$ cat src/rtl/zline_pkg.sv
package zline_pkg;
  typedef enum logic [1:0] {
    ZL_IDLE  = 2'd0,
    ZL_CHECK = 2'd1,
    ZL_BURST = 2'd2,
    ZL_DONE  = 2'd3
  } zl_state_e;

  localparam logic [1:0] ZL_OVR_CODE = 2'b01;
endpackage

$ cat src/rtl/zline_size_sel.sv
module zline_size_sel #(
  parameter int MIN_LOG2   = 5,
  parameter int MAX_LOG2   = 7,
  parameter int FORCE_LOG2 = 5,
  parameter int SEL_W      = 2,
  parameter int LOG_W      = 3
) (
  input  logic [SEL_W-1:0] size_sel,
  input  logic             long_form,
  input  logic [1:0]       mode_fld,
  output logic [LOG_W-1:0] line_log2
);
  import zline_pkg::*;

  logic [LOG_W:0] raw_log2;

  always_comb begin
    raw_log2 = (LOG_W+1)'(MIN_LOG2) + (LOG_W+1)'(size_sel);
    if (raw_log2 > (LOG_W+1)'(MAX_LOG2)) begin
      raw_log2 = (LOG_W+1)'(MAX_LOG2);
    end
    if (long_form && (mode_fld == ZL_OVR_CODE)) begin
      line_log2 = LOG_W'(FORCE_LOG2);
    end else begin
      line_log2 = raw_log2[LOG_W-1:0];
    end
  end
endmodule

$ cat src/rtl/zline_rsv_cmp.sv
module zline_rsv_cmp #(
  parameter int ADDR_W = 32,
  parameter int LOG_W  = 3
) (
  input  logic [ADDR_W-1:0] rsv_addr,
  input  logic [ADDR_W-1:0] line_base,
  input  logic [LOG_W-1:0]  line_log2,
  output logic              hit
);
  logic [ADDR_W-1:0] line_mask;

  always_comb begin
    line_mask = {ADDR_W{1'b1}} << line_log2;
    hit       = ((rsv_addr & line_mask) == line_base);
  end
endmodule

$ cat src/rtl/zline_beat_ctr.sv
module zline_beat_ctr #(
  parameter int CNT_W = 4
) (
  input  logic             clk,
  input  logic             rst_n,
  input  logic             clr,
  input  logic             adv,
  input  logic [CNT_W-1:0] last_idx,
  output logic [CNT_W-1:0] idx,
  output logic             is_last
);
  logic [CNT_W-1:0] idx_d;
  logic             idx_en;

  always_comb begin
    idx_en = clr | adv;
    idx_d  = clr ? '0 : idx + CNT_W'(1);
  end

  always_ff @(posedge clk or negedge rst_n) begin
    if (!rst_n) begin
      idx <= '0;
    end else if (idx_en) begin
      idx <= idx_d;
    end
  end

  assign is_last = (idx == last_idx);
endmodule

$ cat src/rtl/zline_engine.sv
module zline_engine #(
  parameter int ADDR_W     = 32,
  parameter int BEAT_BYTES = 8,
  parameter int MIN_LOG2   = 5,
  parameter int MAX_LOG2   = 7,
  parameter int FORCE_LOG2 = 5
) (
  input  logic                    clk,
  input  logic                    rst_n,
  input  logic                    req_valid,
  output logic                    req_ready,
  input  logic [ADDR_W-1:0]       req_addr,
  input  logic [1:0]              req_size_sel,
  input  logic                    req_long,
  input  logic [1:0]              req_mode_fld,
  input  logic [ADDR_W-1:0]       rsv_addr,
  output logic                    rsv_kill,
  output logic                    wr_valid,
  input  logic                    wr_ready,
  output logic [ADDR_W-1:0]       wr_addr,
  output logic [BEAT_BYTES*8-1:0] wr_data,
  output logic                    done
);
  import zline_pkg::*;

  localparam int DATA_W    = BEAT_BYTES * 8;
  localparam int BEAT_LOG2 = $clog2(BEAT_BYTES);
  localparam int LOG_W     = $clog2(MAX_LOG2 + 1);
  localparam int CNT_W     = MAX_LOG2 - BEAT_LOG2;

  // reset: asserted asynchronously, released on a clock edge
  logic rst_meta_q, rst_sync_n;
  always_ff @(posedge clk or negedge rst_n) begin
    if (!rst_n) begin
      rst_meta_q <= 1'b0;
      rst_sync_n <= 1'b0;
    end else begin
      rst_meta_q <= 1'b1;
      rst_sync_n <= rst_meta_q;
    end
  end

  zl_state_e         state_q, state_d;
  logic [ADDR_W-1:0] base_q, base_d;
  logic [LOG_W-1:0]  log2_q, log2_d;
  logic [CNT_W-1:0]  last_q, last_d;
  logic              cap_en;
  logic [LOG_W-1:0]  req_log2;
  logic [ADDR_W-1:0] req_mask;
  logic [CNT_W:0]    nbeats;
  logic              rsv_hit;
  logic [CNT_W-1:0]  beat_idx;
  logic              beat_last, beat_adv, beat_clr;

  zline_size_sel #(
    .MIN_LOG2  (MIN_LOG2),
    .MAX_LOG2  (MAX_LOG2),
    .FORCE_LOG2(FORCE_LOG2),
    .SEL_W     (2),
    .LOG_W     (LOG_W)
  ) u_size (
    .size_sel (req_size_sel),
    .long_form(req_long),
    .mode_fld (req_mode_fld),
    .line_log2(req_log2)
  );

  zline_rsv_cmp #(
    .ADDR_W(ADDR_W),
    .LOG_W (LOG_W)
  ) u_rsv (
    .rsv_addr (rsv_addr),
    .line_base(base_q),
    .line_log2(log2_q),
    .hit      (rsv_hit)
  );

  zline_beat_ctr #(
    .CNT_W(CNT_W)
  ) u_ctr (
    .clk     (clk),
    .rst_n   (rst_sync_n),
    .clr     (beat_clr),
    .adv     (beat_adv),
    .last_idx(last_q),
    .idx     (beat_idx),
    .is_last (beat_last)
  );

  always_comb begin
    req_mask = {ADDR_W{1'b1}} << req_log2;
    nbeats   = (CNT_W+1)'(1) << (req_log2 - LOG_W'(BEAT_LOG2));
    base_d   = req_addr & req_mask;
    log2_d   = req_log2;
    last_d   = CNT_W'(nbeats - (CNT_W+1)'(1));
  end

  always_comb begin
    req_ready = (state_q == ZL_IDLE);
    wr_valid  = (state_q == ZL_BURST);
    rsv_kill  = (state_q == ZL_CHECK) && rsv_hit;
    done      = (state_q == ZL_DONE);
    wr_addr   = base_q + (ADDR_W'(beat_idx) << BEAT_LOG2);
    wr_data   = {DATA_W{1'b0}};
    cap_en    = req_ready && req_valid;
    beat_clr  = (state_q == ZL_CHECK);
    beat_adv  = wr_valid && wr_ready;
  end

  always_comb begin
    state_d = state_q;
    case (state_q)
      ZL_IDLE:  if (req_valid) state_d = ZL_CHECK;
      ZL_CHECK: state_d = ZL_BURST;
      ZL_BURST: if (wr_ready && beat_last) state_d = ZL_DONE;
      ZL_DONE:  state_d = ZL_IDLE;
      default:  state_d = ZL_IDLE;
    endcase
  end

  always_ff @(posedge clk or negedge rst_sync_n) begin
    if (!rst_sync_n) begin
      state_q <= ZL_IDLE;
    end else begin
      state_q <= state_d;
    end
  end

  always_ff @(posedge clk or negedge rst_sync_n) begin
    if (!rst_sync_n) begin
      base_q <= '0;
      log2_q <= LOG_W'(MIN_LOG2);
      last_q <= '0;
    end else if (cap_en) begin
      base_q <= base_d;
      log2_q <= log2_d;
      last_q <= last_d;
    end
  end

  assert_size_range_R2: assert property (@(posedge clk) disable iff (!rst_sync_n)
    (req_valid && req_ready) |=> (log2_q >= LOG_W'(MIN_LOG2) && log2_q <= LOG_W'(MAX_LOG2)));

  assert_kill_no_write_R6: assert property (@(posedge clk) disable iff (!rst_sync_n)
    rsv_kill |-> !wr_valid);

  assert_kill_then_burst_R6: assert property (@(posedge clk) disable iff (!rst_sync_n)
    rsv_kill |=> (wr_valid && !rsv_kill));

  assert_beat_hold_R7: assert property (@(posedge clk) disable iff (!rst_sync_n)
    (wr_valid && !wr_ready) |=> (wr_valid && $stable(wr_addr)));

  assert_beat_step_R4: assert property (@(posedge clk) disable iff (!rst_sync_n)
    (wr_valid && wr_ready) |=> (wr_valid ? (wr_addr == $past(wr_addr) + ADDR_W'(BEAT_BYTES)) : done));

  assert_done_after_beat_R8: assert property (@(posedge clk) disable iff (!rst_sync_n)
    done |-> $past(wr_valid && wr_ready));

  assert_busy_not_ready_R9: assert property (@(posedge clk) disable iff (!rst_sync_n)
    $onehot0({req_ready, wr_valid, done, rsv_kill}));
endmodule

$ cat config.mk
export PLATFORM = sky130hd
export DESIGN_NAME = zline_engine
export DESIGN_NICKNAME = d
export VERILOG_FILES = /design/src/rtl/zline_pkg.sv /design/src/rtl/zline_size_sel.sv /design/src/rtl/zline_rsv_cmp.sv /design/src/rtl/zline_beat_ctr.sv /design/src/rtl/zline_engine.sv
export SDC_FILE = /design/constraint.sdc
export NUM_CORES = 1
export LEC_CHECK = 0
export BUFFER_PORTS_ARGS = -buffer_cell sky130_fd_sc_hd__buf_2
export CAP_MARGIN = 30
export CORE_MARGIN = 5
export CORE_UTILIZATION = 25
export DETAILED_ROUTE_END_ITERATION = 10
export PLACE_DENSITY = 0.61
export REMOVE_ABC_BUFFERS = 1
export SLEW_MARGIN = 20
export SYNTH_ARGS = -nofsm -noshare
export SYNTH_HDL_FRONTEND = slang
export SYNTH_SLANG_ARGS = --single-unit
$ cat constraint.sdc
create_clock -name clk -period 2.6 [get_ports clk]
set_clock_uncertainty 0.1 [all_clocks]
set_input_delay 0.52 -clock clk [delete_from_list [all_inputs] [get_ports clk]]
set_output_delay 0.52 -clock clk [all_outputs]
set_load 0.01 [all_outputs]
Yosys cells after proc, flatten, opt, wreduce, memory -nomap -nowiden
Cells that the tools add are included.

Flip-flop bits (word level): 47. Input bits: 73. Output and inout bits: 100. Word-level logic and storage cells: 40.

Add/sub/neg operators: 5. Magnitude comparators: 1. Equality and inequality tests: 8. Shift operators: 3. Mux-type cells: 6. Bitwise operators: 3. Reductions and logical operators: 7.

Operators with widths (count): bitwise AND 32 bit (2); left shift 32 x 3 -> 32 bit (first input constant) (2); adder 32 x 7 -> 32 bit (1); equality test 32 bit (1); case mux 2 bit (4 select lines) (1); two-way mux 3 bit (2); logical AND 1 bit (5); adder 3 x 2 -> 4 bit (first input constant) (1); adder 4 x 1 -> 4 bit (second input constant) (1); equality test 2 x 1 -> 1 bit (second input constant) (2); equality test 2 bit (second input constant) (2); equality test 4 bit (1); greater-than comparator 4 x 3 -> 1 bit (second input constant) (1); two-way mux 2 bit (2); two-way mux 4 bit (1); left shift 1 x 3 -> 4 bit (first input constant) (1); subtractor 4 x 1 -> 4 bit (second input constant) (1); subtractor 3 x 2 -> 3 bit (second input constant) (1); zero test 2 bit (1); != test 2 x 1 -> 1 bit (second input constant) (1); != test 2 bit (second input constant) (1); AND reduction 2 bit (1); bitwise OR 1 bit (1).

Depth between registers and ports, before layout
Gate-level depths: netlist of run 1.

Depth in word-level cells: 7. Gate-level depth with buffers: 8. Mapped depth without buffers: 7.

Cells and area by module
Synthesis of run 1 repeated with hierarchy kept, for this count alone.

Cells, all modules: 374. Area, all modules: 3709.8 um2.

By module, submodules not included: zline_engine (times used 1, cells each 288, area each 2934.1 um2); zline_rsv_cmp (times used 1, cells each 60, area each 495.5 um2); zline_beat_ctr (times used 1, cells each 21, area each 234.0 um2); zline_size_sel (times used 1, cells each 5, area each 46.3 um2).

Least setup slack after synthesis of run 1
Ideal clock, no wire load.

Kind: register to output. From: register u_ctr.idx[0]. To: output port wr_addr[27]. Data arrival time: 1.931 ns. Required time: 1.980 ns. Path slack: 0.049 ns. Stages on the path, launching flop included: 9. Path buffers: 1. Cells stage by stage: dfrtp_1 ha_1 fa_1 a21oi_1 o31ai_4 and4_1 buf_6 nand3_1 xnor2_1.

Word-level cells in the longest chain between the ends: 1.

Ends and longest elaborated chain: from (decl) (line zline_beat_ctr.sv:9) `output logic [CNT_W-1:0] idx,`; from (signal assigned) (line zline_beat_ctr.sv:24) `idx <= idx_d;`; adder 32 x 7 -> 32 bit (line zline_engine.sv:103) `wr_addr = base_q + (ADDR_W'(beat_idx) << BEAT_LOG2);`; to (decl) (line zline_engine.sv:20) `output logic [ADDR_W-1:0] wr_addr,`.

Every way passes these cells.

Final worst setup path of run 1
From: register base_q[3]. To: output port wr_addr[29].

Word-level cells in the longest chain between the ends: 1.

Ends and longest elaborated chain: from (decl) (line zline_engine.sv:44) `logic [ADDR_W-1:0] base_q, base_d;`; from (signal assigned) (line zline_engine.sv:135) `base_q <= base_d;`; adder 32 x 7 -> 32 bit (line zline_engine.sv:103).

Every way passes these cells.

==> flow_summary.ini, run 1 <==
[run_status]
status = finished, violations left
failed_checks = setup timing

[global_route]
grt_max_degree = 46
grtUsageTotal_pct = 12.1
antenna_found_initial = 1
grt_pass1_wl_um = 15200
grt_pass1_vias = 2809
overflow = 0

[synth]
synth_xor_area_share_pct = 15.6
synthFlopType = dfrtp_1
synth_cells = 360
synth_compound_gate_area_share_pct = 5.74
ys_ff_latch = 47
yosysSeqAreaShare_pct = 33.8
synth_adder_area_share_pct = 4.88
yosys_warnings = 0
syn_area_per_cell_um2 = 9.69
muxShareOfSynthArea_pct = 8.71
ys_types = 47
ys_async_sr_fraction_pct = 100
synth_top_family_by_area = buffers and inverters
synth-simple-area-share_pct = 14.6
synth_edf_count = 0
synthesis.area_um2 = 3490

[timing]
final_hold_viol_count = 0
max_freq_ghz = 0.353
relSlewSlack_pct = 58.3
post-route-period-util_pct = 109
tns_ns = -3.66
setup_viol = 25
period_needed_ns = 2.83
setup_ws_ns = -0.231
rsz0062_at_grt = true
worst_pin_slew_ns = 0.625
holdWs_ns = 0.255
maxSlewViolCount = 0

[setup_path]
cp_max_fo = 7
reg2reg_depth = 7
worstSetupStartpoint = base_q[3]$_DFFE_PN0P_
worstPathRequired_ns = 1.98
startpoint_type = register
arrival_ns = 2.21
critical_path_class = register to primary output
reg2reg_from = u_ctr.idx[2]$_DFFE_PN0P_
end_kind = primary output

[drt]
route.met3.wl_um = 998
final_antenna_net_count = 0
wl_met2_um = 5120
vias_per_cell = 4.12
drt-met1-wl_um = 4110
wire_per_inst_um = 15.0
drt_iter0_drc = 68
wirelength_um = 10300
num_vias = 2835
drtPass1Iterations = 4
post-route-drc-count = 0
top_layer = met5

[power_and_ir_drop]
vdd_ir_drop_max_mv = 0.561
powerDensity_nw_per_um2 = 912
pwr-share-seq_pct = 34.3
leakage_nw = 2.34
swShare_pct = 42.1
p_int_mw = 2.54
combPwrFrac_pct = 51.0
clock_power_share_pct = 14.7
switching_power_mw = 1.85

[job]
drv_cap = 0

[cts]
cts_made_buffers = 5
cts-root-buf = clkbuf_16
clock_latency_ns = 0.30
cts_buffer_depth = 2
cts_tree = built
cts.sinks = 47
h-tree-depth = 2
clkSlewWorstSetupHoldPaths_ns = 0.06

[worst_hold_path]
min_from = rst_meta_q$_DFF_PN0_
min_delay_path_depth = 0
worstHoldPathType = register to register

[placement]
post-place-ws_ns = -0.236
io_buffers = 104
dp_hpwl_um = 8240
place.gp.congestion = 0.823

[die]
io_pins = 173
rows = 43
die_height_um = 128
start_util_pct = 25.3
die_w_um = 128
dieArea_um2 = 16400
design.core.area_um2 = 13800

[cells_and_area]
area_growth_syn_to_layout_pct = 37.6
layout-drive-gt1-share_pct = 47.2
diodes = 0
layout_common_cells = buf_2, conb_1, dfrtp_1, xor2_1, buf_4
final_common_cell = buf_2
utilization_pct = 34.9
num-nets-final = 593
nFillCells = 1419
through the flow:
stage	cells	power, mW	area, um2
after floorplan	351	2.57	3190
after CTS	675	4.29	4600
after global routing	688	4.72	4800
final	688	4.38	4800
after global placement	657	3.38	4120
after detailed placement	657	3.43	4120
logic make-up after synthesis:
group,Yosys count
mux,27
other cells,2
buf+inv,84
fa+ha+maj,13
xor+xnor,62
compound gates,30
flops,47
simple gates,95
power groups by stage:
stage          Combinational [mW]  Sequential [mW]  Clock, mW
3_5_place_dp                 1.95             1.48          0
3_3_place_gp                 1.91             1.46          0
4_1_cts                      2.10             1.51      0.687
2_1_floorplan                1.17             1.40          0
6_report                     2.24             1.50      0.645
5_1_grt                      2.45             1.56      0.710
sequential cells by signal (all words and copies together), names as in the netlist:
signal,count
base_q,32
last_q,4
u_ctr.idx,4
log2_q,3
state_q,2
rst_meta_q,1
rst_sync_n,1
worst max-delay path: stages (launching register included):
cell,delay [ns]
dfrtp_1,0.39
ha_2,0.21
fa_2,0.40
a21oi_4,0.21
o31ai_4,0.09
and4_4,0.24
nand3_1,0.11
xnor2_1,0.12
buf_2,0.15
per-layer routing:
| metal | global-route usage, % | vias up |
|---|---|---|
| met5 | 0 | - |
| met4 | 2.50 | 2 |
| met3 | 4.46 | 7 |
| met2 | 21.1 | 127 |
| met1 | 14.3 | 1336 |
| li1 | - | 1363 |
cell usage after synthesis (2+ instances only):
master / count / area [um2]
a2111oi_0: 2 / 17.5
a21oi_1: 6 / 30.0
and2_1: 4 / 25.0
and2_2: 2 / 15.0
and3_1: 4 / 25.0
and4_1: 2 / 17.5
buf_1: 2 / 7.51
buf_2: 2 / 10.0
buf_4: 67 / 503
clkbuf_1: 3 / 11.3
conb_1: 2 / 7.51
dfrtp_1: 45 / 1130
dfstp_2: 2 / 52.6
ha_1: 12 / 150
inv_1: 8 / 30.0
mux2_2: 27 / 304
nand2_1: 30 / 113
nand3_1: 14 / 70.1
nand4_1: 6 / 37.5
nor2_1: 12 / 45.0
nor2b_1: 4 / 25.0
nor3_1: 3 / 15.0
nor4_1: 5 / 31.3
o21ai_0: 13 / 65.1
xnor2_1: 23 / 201
xor2_1: 39 / 342
path summary, 6_finish.rpt:
check                                         end  slack [ns]
setup / recovery                      wr_addr[29]       -0.23
hold / removal               rst_sync_n$_DFF_PN0_        0.25
setup reg to reg           state_q[1]$_DFFE_PN0P_        0.65
hold reg to reg              rst_sync_n$_DFF_PN0_        0.25
max in group asynchronous  base_q[23]$_DFFE_PN0P_        1.68
min in group asynchronous   base_q[2]$_DFFE_PN0P_        0.26
timing repair:
| action | in CTS | in global routing |
|---|---|---|
| gates resized for setup | 50 | 24 |
| endpoints found under the setup margin | 26 | 26 |
| setup buffers | 9 | 14 |
| hold endpoints to repair | 2 | 0 |
| pin swaps | 18 | 16 |
| hold buffers | 1 | 0 |
final cells by class:
class,instances,area [um2],share of cell area (%)
clock buffer,6,129,2.68
tap,180,225,4.69
timing repair buffer,149,912,19.0
clock inverter,2,12.5,0.260
multi-input combinational,295,2300,47.9
inverter,9,37.5,0.781
sequential,47,1190,24.7
(Power assumes the default switching activity.)
==> run 2: changes to the inputs <==
--- a/config.mk
+++ b/config.mk
@@ -11,7 +11,7 @@
 export CORE_UTILIZATION = 25
 export DETAILED_ROUTE_END_ITERATION = 10
 export PLACE_DENSITY = 0.61
-export REMOVE_ABC_BUFFERS = 1
+export SKIP_CTS_REPAIR_TIMING = 1
 export SLEW_MARGIN = 20
 export SYNTH_ARGS = -nofsm -noshare
 export SYNTH_HDL_FRONTEND = slang
==> run 2 against run 1 <==
The flow still finishes with violations (setup timing). Clock power shrank 2%. Largest cell class unchanged. Global-route usage decreased by 0.72 points. Cell count down 2.3%.
==> flow_summary.ini, run 2 (synthesis results as in run 1) <==
[timing]
holdWs_ns = 0.0963
final_hold_viol_count = 0
max_freq_ghz = 0.359
maxSlewViolCount = 0
rsz0062_at_grt = true
period_needed_ns = 2.78
post-route-period-util_pct = 107
setup_viol = 24
setup_ws_ns = -0.184

[cells_and_area]
largestRegisters = base_q: 32 flops, last_q: 4 flops, u_ctr.idx: 4 flops
area_growth_syn_to_layout_pct = 28.6
num-nets-final = 577
diodes = 0
layout-drive-gt1-share_pct = 42.7
utilization_pct = 32.6
layout_common_cells = buf_2, conb_1, xor2_1, dfrtp_1, nand2_1
final_common_cell = buf_2
regMostFlops = base_q
largest_reg_flops = 32

[power_and_ir_drop]
leakage_nw = 2.22
powerDensity_nw_per_um2 = 933
power_mw = 4.19
vdd_ir_drop_max_mv = 0.572

[placement]
post-place-ws_ns = -0.173
dp_hpwl_um = 8180
io_buffers = 104
place.gp.congestion = 0.893

[setup_path]
cp_max_fo = 7
path_buf_inv = 1
worstPathRequired_ns = 1.98
crit_family = simple AND/OR/NAND/NOR gates
critPathSlowestCell = dfrtp_1
startpoint_type = register
path_cells = ha_4, a21oi_2, o22ai_2, nand4_4, nor3_4, xor2_1, buf_2
arrival_ns = 2.16
slowest_delay_ns = 0.43
critical_path_class = register to primary output
end_kind = primary output

[global_route]
overflow = 0
grt_max_degree = 48
grt_pass1_vias = 2732
grtUsageTotal_pct = 11.4
antenna_found_initial = 1
grt_pass1_wl_um = 14500

[cts]
clkSlewWorstSetupHoldPaths_ns = 0.07
h-tree-depth = 2
cts_buffer_depth = 2
cts_tree = built
cts-root-buf = clkbuf_16
clock_latency_ns = 0.28
cts.sinks = 47
cts_made_buffers = 5

[drt]
drt_iter0_drc = 102
wire_per_inst_um = 14.7
vias_per_cell = 4.15
post-route-drc-count = 0
wirelength_um = 9880
drtPass1Iterations = 4
num_vias = 2790
final_antenna_net_count = 0

[die]
die_w_um = 128
die_height_um = 128
start_util_pct = 25.3
io_pins = 173
design.core.area_um2 = 13800
rows = 43
dieArea_um2 = 16400

[job]
drv_cap = 0

[run_status]
status = finished, violations left
failed_checks = setup timing

[worst_hold_path]
worstHoldPathType = register to async pin
run 2: cell count changes in the layout (fill, tap and decap cells not counted), moves of 3 or more:
| cell | before | now |
|---|---|---|
| buf_4 | 35 | 25 |
| buf_6 | 7 | 1 |
| nor2_4 | 5 | 0 |
| nor2_2 | 0 | 4 |
| nand2_4 | 3 | 0 |
| xnor2_1 | 16 | 19 |
| xnor2_2 | 7 | 4 |
| xor2_1 | 36 | 39 |
| xor2_2 | 3 | 0 |
run 2: area by class of cell:
cell class,count,area (um2)
Fill cell,1439,9280
Sequential cell,47,1190
Tap cell,180,225
Inverter,9,33.8
Multi-Input combinational cell,295,2140
Timing Repair Buffer,133,769
Clock buffer,8,136
run 2: stage by stage:
step                      TNS (ns)  cells  instance area, um2
after floorplan                  0    426                3740
after global placement      -0.613    656                4110
after detailed placement    -0.941    657                4130
after CTS                    -6.95    665                4270
after global routing         -5.09    672                4490
final                        -2.49    672                4490
run 2: worst register-to-register path: cells and delay by family, from the launching register on:
family / cells / cell delay (ns)
compound gates: 1 / 0.21
xor+xnor: 1 / 0.13
buf+inv: 2 / 0.28
flops: 1 / 0.41
mux: 1 / 0.35
simple gates: 2 / 0.31
run 2: final timing paths:
| kind | slack, ns | cells past startpoint | start | to |
|---|---|---|---|---|
| max reg2reg | 0.69 | 7 | u_ctr.idx[3]$_DFFE_PN0P_ | state_q[1]$_DFFE_PN0P_ |
| max | -0.18 | 7 | base_q[6]$_DFFE_PN0P_ | wr_addr[26] |
| min | 0.1 | 0 | rst_sync_n$_DFF_PN0_ | base_q[11]$_DFFE_PN0P_ |
| min reg2reg | 0.1 | 0 | rst_sync_n$_DFF_PN0_ | base_q[11]$_DFFE_PN0P_ |
| max in group asynchronous | 1.72 | 1 | rst_sync_n$_DFF_PN0_ | log2_q[0]$_DFFE_PN1P_ |
| min in group clk | 0.25 | 0 | rst_meta_q$_DFF_PN0_ | rst_sync_n$_DFF_PN0_ |
run 2: power breakdown:
part	internal, mW	switching, mW	total [mW]
registers	1.05	0.433	1.48
clock network	0.359	0.273	0.632
logic	1.04	1.03	2.08
total	2.45	1.74	4.19
run 2: metal layers:
layer	up-vias	GRT usage, %	routed length, um
li1	1336	-	-
met1	1323	13.8	3930
met2	115	20.1	4960
met3	14	3.58	873
met4	2	1.94	111
met5	-	0	13
